`src/rtl/irq_pkg.sv`:
```
package irq_pkg;
  localparam int NumSrc = 5;
  localparam int NumExt = 2;
  localparam int IdxW   = $clog2(NumSrc);

  // sources whose request flag the controller clears on acknowledge
  // (externals and timers; serial is left to software)
  localparam logic [NumSrc-1:0] HwClearMask = 5'b01111;

  typedef enum logic [1:0] {
    CFG_ENABLE   = 2'd0,
    CFG_PRIORITY = 2'd1,
    CFG_TRIGGER  = 2'd2
  } cfgAddr_e;

  typedef struct packed {
    logic [NumSrc-1:0] clrFlag;
  } ctlStrobe_t;
endpackage

```
`src/rtl/irq_datapath.sv`:
```
module irq_datapath
  import irq_pkg::*;
#(
  parameter int SYNC_STAGES = 2
) (
  input  logic              clk,
  input  logic              rstN,
  input  logic              cfgWrEn,
  input  logic [1:0]        cfgAddr,
  input  logic [7:0]        cfgWrData,
  input  logic [NumExt-1:0] extPinN,
  input  logic [NumExt-1:0] tmrOvf,
  input  logic              serialReq,
  input  ctlStrobe_t        strobe,
  output logic              globalEn,
  output logic [NumSrc-1:0] pending,
  output logic [NumSrc-1:0] prioMask
);
  logic              eaBit;
  logic [NumSrc-1:0] enMask;
  logic [NumSrc-1:0] prMask;
  logic [NumExt-1:0] trigEdge;
  logic [NumSrc-1:0] rawReq;

  always_ff @(posedge clk or negedge rstN) begin
    if (!rstN) begin
      eaBit    <= 1'b0;
      enMask   <= '0;
      prMask   <= '0;
      trigEdge <= '0;
    end else if (cfgWrEn) begin
      unique case (cfgAddr)
        CFG_ENABLE: begin
          eaBit  <= cfgWrData[7];
          enMask <= cfgWrData[NumSrc-1:0];
        end
        CFG_PRIORITY: prMask   <= cfgWrData[NumSrc-1:0];
        CFG_TRIGGER:  trigEdge <= cfgWrData[NumExt-1:0];
        default: ;
      endcase
    end
  end

  for (genvar i = 0; i < NumExt; i++) begin : g_chan
    logic [SYNC_STAGES-1:0] syncQ;
    logic pinPrev;
    logic fallEdge;
    logic edgeFlag;
    logic tmrFlag;

    always_ff @(posedge clk or negedge rstN) begin
      if (!rstN) begin
        syncQ   <= '1;
        pinPrev <= 1'b1;
      end else begin
        syncQ   <= {syncQ[SYNC_STAGES-2:0], extPinN[i]};
        pinPrev <= syncQ[SYNC_STAGES-1];
      end
    end

    assign fallEdge = pinPrev & ~syncQ[SYNC_STAGES-1];

    always_ff @(posedge clk or negedge rstN) begin
      if (!rstN)                       edgeFlag <= 1'b0;
      else if (!trigEdge[i])           edgeFlag <= 1'b0;
      else if (fallEdge)               edgeFlag <= 1'b1;
      else if (strobe.clrFlag[2*i])    edgeFlag <= 1'b0;
    end

    always_ff @(posedge clk or negedge rstN) begin
      if (!rstN)                         tmrFlag <= 1'b0;
      else if (tmrOvf[i])                tmrFlag <= 1'b1;
      else if (strobe.clrFlag[2*i+1])    tmrFlag <= 1'b0;
    end

    assign rawReq[2*i]   = trigEdge[i] ? edgeFlag : ~syncQ[SYNC_STAGES-1];
    assign rawReq[2*i+1] = tmrFlag;

    p_tmr_set_r9: assert property (@(posedge clk) disable iff (!rstN)
      tmrOvf[i] |=> tmrFlag);
    p_tmr_clr_r9: assert property (@(posedge clk) disable iff (!rstN)
      strobe.clrFlag[2*i+1] && !tmrOvf[i] |=> !tmrFlag);
    p_edge_clr_r10: assert property (@(posedge clk) disable iff (!rstN)
      strobe.clrFlag[2*i] && !fallEdge |=> !edgeFlag);
  end

  assign rawReq[NumSrc-1] = serialReq;
  assign pending  = rawReq & enMask & {NumSrc{eaBit}};
  assign globalEn = eaBit;
  assign prioMask = prMask;
endmodule

```
`src/rtl/irq_control.sv`:
```
module irq_control
  import irq_pkg::*;
#(
  parameter logic [15:0] VEC_BASE   = 16'h0003,
  parameter int          VEC_STRIDE = 8
) (
  input  logic              clk,
  input  logic              rstN,
  input  logic [NumSrc-1:0] pending,
  input  logic [NumSrc-1:0] prioMask,
  input  logic              globalEn,
  input  logic              irqAck,
  input  logic              retiPulse,
  output logic              irqReq,
  output logic [15:0]       irqVector,
  output logic              inSvcHigh,
  output logic              inSvcLow,
  output ctlStrobe_t        strobe
);
  logic [NumSrc-1:0] hiPend;
  logic [NumSrc-1:0] loPend;
  logic [IdxW-1:0]   selIdx;
  logic              selHi;
  logic              reqValid;
  logic              ackFire;
  logic              svcHi;
  logic              svcLo;

  function automatic logic [IdxW-1:0] firstSet(input logic [NumSrc-1:0] v);
    firstSet = '0;
    for (int k = NumSrc - 1; k >= 0; k--) begin
      if (v[k]) firstSet = IdxW'(k);
    end
  endfunction

  assign hiPend = pending & prioMask;
  assign loPend = pending & ~prioMask;

  always_comb begin
    reqValid = 1'b0;
    selHi    = 1'b0;
    selIdx   = '0;
    if (!svcHi) begin
      if (|hiPend) begin
        reqValid = 1'b1;
        selHi    = 1'b1;
        selIdx   = firstSet(hiPend);
      end else if (!svcLo && |loPend) begin
        reqValid = 1'b1;
        selIdx   = firstSet(loPend);
      end
    end
  end

  assign ackFire        = irqAck & reqValid;
  assign strobe.clrFlag = ackFire ? ((NumSrc'(1) << selIdx) & HwClearMask) : '0;

  // acknowledge wins over a return arriving in the same cycle
  always_ff @(posedge clk or negedge rstN) begin
    if (!rstN) begin
      svcHi <= 1'b0;
      svcLo <= 1'b0;
    end else if (ackFire) begin
      if (selHi) svcHi <= 1'b1;
      else       svcLo <= 1'b1;
    end else if (retiPulse) begin
      if (svcHi) svcHi <= 1'b0;
      else       svcLo <= 1'b0;
    end
  end

  assign irqReq    = reqValid;
  assign irqVector = VEC_BASE + 16'(VEC_STRIDE) * 16'(selIdx);
  assign inSvcHigh = svcHi;
  assign inSvcLow  = svcLo;

  p_ea_off_r2: assert property (@(posedge clk) disable iff (!rstN)
    !globalEn |-> !irqReq);
  p_hi_blocks_all_r7: assert property (@(posedge clk) disable iff (!rstN)
    inSvcHigh |-> !irqReq);
  p_lo_no_nest_r7: assert property (@(posedge clk) disable iff (!rstN)
    inSvcLow && irqReq |-> (pending & prioMask) != '0);
  p_ack_sets_lo_r8: assert property (@(posedge clk) disable iff (!rstN)
    irqAck && irqReq && (pending & prioMask) == '0 |=> inSvcLow);
  p_reti_hi_first_r8: assert property (@(posedge clk) disable iff (!rstN)
    retiPulse && !irqAck && inSvcHigh |=> !inSvcHigh && inSvcLow == $past(inSvcLow));
endmodule

```
`src/rtl/irq_vec_ctrl.sv`:
```
module irq_vec_ctrl
  import irq_pkg::*;
#(
  parameter int          SYNC_STAGES = 2,
  parameter logic [15:0] VEC_BASE    = 16'h0003,
  parameter int          VEC_STRIDE  = 8
) (
  input  logic        clk,
  input  logic        rstN,
  input  logic        cfgWrEn,
  input  logic [1:0]  cfgAddr,
  input  logic [7:0]  cfgWrData,
  input  logic [1:0]  extPinN,
  input  logic [1:0]  tmrOvf,
  input  logic        serialReq,
  input  logic        irqAck,
  input  logic        retiPulse,
  output logic        irqReq,
  output logic [15:0] irqVector,
  output logic        inSvcHigh,
  output logic        inSvcLow
);
  ctlStrobe_t        strobe;
  logic              globalEn;
  logic [NumSrc-1:0] pending;
  logic [NumSrc-1:0] prioMask;

  irq_datapath #(.SYNC_STAGES(SYNC_STAGES)) dp_i (
    .clk(clk), .rstN(rstN), .cfgWrEn(cfgWrEn), .cfgAddr(cfgAddr),
    .cfgWrData(cfgWrData), .extPinN(extPinN), .tmrOvf(tmrOvf),
    .serialReq(serialReq), .strobe(strobe), .globalEn(globalEn),
    .pending(pending), .prioMask(prioMask)
  );

  irq_control #(.VEC_BASE(VEC_BASE), .VEC_STRIDE(VEC_STRIDE)) ctl_i (
    .clk(clk), .rstN(rstN), .pending(pending), .prioMask(prioMask),
    .globalEn(globalEn), .irqAck(irqAck), .retiPulse(retiPulse),
    .irqReq(irqReq), .irqVector(irqVector), .inSvcHigh(inSvcHigh),
    .inSvcLow(inSvcLow), .strobe(strobe)
  );
endmodule

```
`config.mk`:
```
export PLATFORM = sky130hd
export DESIGN_NAME = irq_vec_ctrl
export DESIGN_NICKNAME = d
export VERILOG_FILES = /design/src/rtl/irq_pkg.sv /design/src/rtl/irq_datapath.sv /design/src/rtl/irq_control.sv /design/src/rtl/irq_vec_ctrl.sv
export SDC_FILE = /design/constraint.sdc
export NUM_CORES = 1
export LEC_CHECK = 0
export BUFFER_PORTS_ARGS = -buffer_cell sky130_fd_sc_hd__buf_2
export CORE_AREA = 2 2 59 61
export CTS_CLUSTER_SIZE = 8
export DETAILED_ROUTE_END_ITERATION = 8
export DIE_AREA = 0 0 61 63
export PLACE_DENSITY = 0.78
export SETUP_SLACK_MARGIN = 0.05
export SYNTH_ARGS = -nofsm -noshare
export SYNTH_HDL_FRONTEND = slang
export SYNTH_HIERARCHICAL = 1
export SYNTH_SLANG_ARGS = --single-unit
export TNS_END_PERCENT = 100
```
`constraint.sdc`:
```
create_clock -name clk -period 2.2 [get_ports clk]
set_clock_uncertainty 0.2 [all_clocks]
set_input_delay 0.22 -clock clk [delete_from_list [all_inputs] [get_ports clk]]
set_output_delay 0.22 -clock clk [all_outputs]
set_load 0.03 [all_outputs]
```
== After elaboration in Yosys (flattened, before gate mapping) ==
Cells that the tools add are included.

* Output and inout bits: 19
* Word-level logic and storage cells: 84
* Register bits after elaboration: 25
* Bits of input ports: 20

* Add/subtract/negate cells: 1
* Mux-type cells: 38
* Reduce and logical (&&, ||, !) cells: 13
* Equality and inequality tests: 7
* Bitwise gates (word level): 10
* Shifts and indexed selects: 1

{| class="wikitable"
|+ Operators with widths
! kind !! number
|-
| $mux W3 || 13
|-
| $mux W1 || 24
|-
| $and A5 B5 Y5 || 4
|-
| $reduce_or A5 Y1 || 2
|-
| $reduce_and A2 Y1 || 4
|-
| $add A2 B6 Y7 const A || 1
|-
| $ne A3 B2 Y1 const B || 2
|-
| $reduce_bool A2 Y1 || 3
|-
| $not A5 Y5 || 1
|-
| $mux W4 || 1
|-
| $ne A2 B1 Y1 const B || 2
|-
| $shl A1 B3 Y4 const A || 1
|-
| $and A1 B1 Y1 || 3
|-
| $reduce_and A3 Y1 || 1
|-
| $eq A2 B1 Y1 const B || 1
|-
| $eq A2 B2 Y1 const B || 1
|-
| $logic_not A2 Y1 || 1
|-
| $ne A2 B2 Y1 const B || 1
|-
| $not A1 Y1 || 2
|-
| $logic_and A1 B1 Y1 || 1
|-
| $logic_not A1 Y1 || 1
|}

== Longest topological paths before layout ==
* Depth after elaboration: 18
* Gate-level depth with buffers: 9
* Mapped depth without buffers: 9

== Cells and area by module ==
Netlist, hierarchy kept.

{| class="wikitable"
|+ Modules (own cells, without submodules)
! module !! sequential area each (um^2) !! cells an instance !! area each (um^2) !! instances
|-
| irq_datapath || 583.1 || 60 || 882.1 || 1
|-
| irq_control || 50.0 || 62 || 510.5 || 1
|}

== Worst setup path after synthesis ==
OpenSTA, ideal clock, no wires.

* Path kind: register to register
* Start: register dp_i.trigEdge[1]
* End: register dp_i.g_chan[1].tmrFlag
* Setup time: 0.118 ns
* Path buffers: 0
* Slack: -0.232 ns
* Stages on the path, launching flop included: 10
* Data arrival time: 2.114 ns
* Period minus slack after synthesis: 2.432 ns
* Required time: 1.882 ns
* Cells stage by stage: dfrtp_1 or2_2 a21oi_1 and2b_1 nor4_4 a2111oi_4 a22o_4 nor3b_2 inv_1 a21o_1

{| class="wikitable"
|+ RTL lines
! what !! line !! text
|-
| from (decl) || irq_datapath.sv:22 || <nowiki>logic [NumExt-1:0] trigEdge;</nowiki>
|-
| from (signal assigned) || irq_datapath.sv:38 || <nowiki>CFG_TRIGGER: trigEdge <= cfgWrData[NumExt-1:0];</nowiki>
|-
| to (signal assigned) || irq_datapath.sv:71 || <nowiki>if (!rstN) tmrFlag <= 1'b0;</nowiki>
|-
| to (signal assigned) || irq_datapath.sv:72 || <nowiki>else if (tmrOvf[i]) tmrFlag <= 1'b1;</nowiki>
|-
| to (signal assigned) || irq_datapath.sv:73 || <nowiki>else if (strobe.clrFlag[2*i+1]) tmrFlag <= 1'b0;</nowiki>
|-
| to (decl) || irq_datapath.sv:49 || <nowiki>logic tmrFlag;</nowiki>
|}

== Worst setup path in the final report ==
* Start: register dp_i.g_chan[0].syncQ[1]
* End: output port irqVector[3]

* Word-level cells in the longest chain between the ends: 11
* Elaborated cells between the ends (all ways): 15
* Classes of those cells: add/sub: 1; mux: 6; bitwise: 5; reduce/logical: 3

{| class="wikitable"
|+ RTL lines
! what !! line !! text
|-
| from (decl) || irq_datapath.sv:45 || <nowiki>logic [SYNC_STAGES-1:0] syncQ;</nowiki>
|-
| from (signal assigned) || irq_datapath.sv:56 || <nowiki>syncQ <= {syncQ[SYNC_STAGES-2:0], extPinN[i]};</nowiki>
|-
| $not A1 Y1 * || irq_datapath.sv:76 || <nowiki>assign rawReq[2*i] = trigEdge[i] ? edgeFlag : ~syncQ[SYNC_STAGES-1];</nowiki>
|-
| $mux W1 * || irq_datapath.sv:76 ||
|-
| $and A5 B5 Y5 * (2 in series) || irq_datapath.sv:88 || <nowiki>assign pending = rawReq & enMask & {NumSrc{eaBit}};</nowiki>
|-
| named net pending[0] || irq_vec_ctrl.sv:25 || <nowiki>logic [NumSrc-1:0] pending;</nowiki>
|-
| $and A5 B5 Y5 || irq_control.sv:37 || <nowiki>assign loPend = pending & ~prioMask;</nowiki>
|-
| $reduce_or A5 Y1 || irq_control.sv:48 || <nowiki>end else if (!svcLo && |loPend) begin</nowiki>
|-
| $logic_and A1 B1 Y1 || irq_control.sv:48 ||
|-
| $mux W3 || irq_control.sv:48 ||
|-
| $mux W3 * || irq_control.sv:44 || <nowiki>if (|hiPend) begin</nowiki>
|-
| $mux W3 * || irq_control.sv:43 || <nowiki>if (!svcHi) begin</nowiki>
|-
| $add A2 B6 Y7 * || irq_control.sv:73 || <nowiki>assign irqVector = VEC_BASE + 16'(VEC_STRIDE) * 16'(selIdx);</nowiki>
|-
| to (decl) || irq_vec_ctrl.sv:19 || <nowiki>output logic [15:0] irqVector,</nowiki>
|}

The timed path passes the listed nets; every way through them passes the cells marked *.

==> impl_metrics.toml <==
[pwr]
peakVddDrop_uv = 439
p_int_w = 0.000961
p_leak_nw = 0.838
p_switching_w = 0.000586
p_per_area_nw_per_um2 = 834
p_sw_frac = 0.379
p_clk_frac = 0.136
pwr-share-comb = 0.463
seqPwrFrac = 0.401

[sta]
max_slew_margin = 0.639
rsz0062_at_grt = "true"
final-hold-violation-count = 0
fin_crit_sh = 1.17
fin_hold_ws_ps = 119
fin_ws_ps = -378
worstMarginPinSlew_ps = 542
period_needed_ps = 2580
setup_tns_ps = -2200
maxSlewViolCount = 0
setup_viol = 8
fmax_ghz = 0.388

[floorplanning]
die_height_um = 63
die_area_um2 = 3840
core_area_um2 = 3230
ios = 39
row_count = 21
die_x_um = 61
initial_core_util = 0.429

[placed_design]
gp_congestion = 0.854
portBuffers = 23
dp_slack_ps = -260
placed_area_um2 = 1600
dp_hpwl_um = 2060

[global_routing]
antenna_found_initial = 0
grt_usage = 0.174
grt_pass1_wl_um = 5040
grt.overflow.total = 0
grt_max_degree = 26
first_global_vias = 1101

[worst_setup_path]
cpMaxStageDelayCell = "dfstp_2"
crit_required_ps = 1780
cpPeakStageDelay_ps = 560
start_kind = "flop"
crit_type = "flop to primary output"
cp-end-kind = "primary output"
cp.arrival_ps = 2160
critical_path.max_fanout = 3
worstPathCellList = "or2_4, a21oi_4, nor2b_4, nor4_4, a2111oi_4, a22o_4, buf_6"

[layout]
n_fill_cell = 286
drive_gt1_frac = 0.469
final_cell_mix = "dfrtp_1 (19), buf_2 (19), buf_4 (16)"
final_area_um2 = 1850
n_antenna_cell = 0
syn_to_final_growth_pct = 33.9
nets = 196

[synth]
yosysWarnings = 6
postSynthCellCount = 121
avgSynthCellArea_um2 = 11.4
netlist_area_um2 = 1390

[detailed_routing]
vias_per_cell = 4.71
finalWirelength_um = 2880
drtIter0Drc = 12
postRouteAntennaNets = 0
vias = 1042
firstDrtPassIters = 5
wl_per_cell_um = 13.0
drc = 0

[status]
run_status = "complete, but fails checks"
violations = "setup timing"

[job]
drv_cap = 0

[cts]
clock_latency_ps = 320
cts_inserted_buffers = 3
numClockSinks = 25
cts_root_buf = "clkbuf_4"
cts_tree = "built"
htree_levels = 1
cts_buffer_depth = 2
clkTransAtPathRegs_ps = 140

[hold_path]
hold_path_class = "input pin to flop"
-- power groups by stage --
stage	sequential [W]	clock [W]	combinational [W]
final	0.000620	0.000210	0.000717
after global routing	0.000635	0.000237	0.000767
after CTS	0.000619	0.000214	0.000704
after detailed placement	0.000628	0	0.000585
after global placement	0.000621	0	0.000567
after floorplan	0.000634	0	0.000404
-- final timing paths --
check | startpoint | depth (start not counted) | to | slack, ps
worst max-delay path | dp_i/g_chan[0].syncQ[1] | 7 | irqVector[3] | -380
worst min-delay path | cfgAddr[0] | 3 | dp_i/globalEn | 120
worst max register to register | dp_i/trigEdge[1] | 10 | dp_i/g_chan[1].tmrFlag | -300
worst min register to register | dp_i/g_chan[1].syncQ[0] | 0 | dp_i/g_chan[1].syncQ[1] | 170
max in group asynchronous | rstN | 2 | dp_i/g_chan[0].pinPrev | 1240
min in group asynchronous | rstN | 2 | dp_i/enMask[1] | 190
-- what timing repair did --
action | in CTS | in global routing
pin swaps | 5 | 7
buffers inserted | 5 | 0
resized for setup | 14 | 1
cloned | 0 | 0
hold endpoints to repair | 38 | 0
setup endpoints to repair | 8 | 8
hold buffers | 13 | 0
-- critical path: cells and delay by family (launching register included) --
family	cells	cell delay [ps]
buf+inv	1	130
compound gates	3	490
simple gates	3	650
flops	1	560
-- cell type report --
cell class	count	area, um2	share of cell area
inverters	5	18.8	0.0101
repair buffers	52	390	0.211
well taps	46	57.6	0.0310
flip-flops and latches	25	633	0.341
clock inverters	1	5.00	0.00270
multi-input cells	89	727	0.392
clock buffers	3	22.5	0.0121
-- sequential cells by signal (all words and copies together) (netlist names) --
name / count
dp_i/globalEn: 1
dp_i/enMask: 5
dp_i/g_chan.edgeFlag: 2
ctl_i/inSvcHigh: 1
dp_i/g_chan.pinPrev: 2
dp_i/g_chan.syncQ: 4
ctl_i/inSvcLow: 1
dp_i/prioMask: 5
dp_i/trigEdge: 2
dp_i/g_chan.tmrFlag: 2
-- metal layers --
| metal | vias up | wire length (um) | GRT usage |
|---|---|---|---|
| met2 | 27 | 1490 | 0.293 |
| met5 | - | 0 | 0 |
| met3 | 5 | 97 | 0.0248 |
| li1 | 503 | - | - |
| met4 | 0 | 40 | 0.0652 |
| met1 | 507 | 1250 | 0.220 |
-- metrics by stage --
step	total power (W)	utilization	std cells
3_3_place_gp	0.00119	0.496	199
5_1_grt	0.00164	0.574	221
4_1_cts	0.00154	0.572	221
6_report	0.00155	0.574	221
2_1_floorplan	0.00104	-	132
3_5_place_dp	0.00121	0.496	199
No activity file was read; power rests on OpenSTA's default activity.
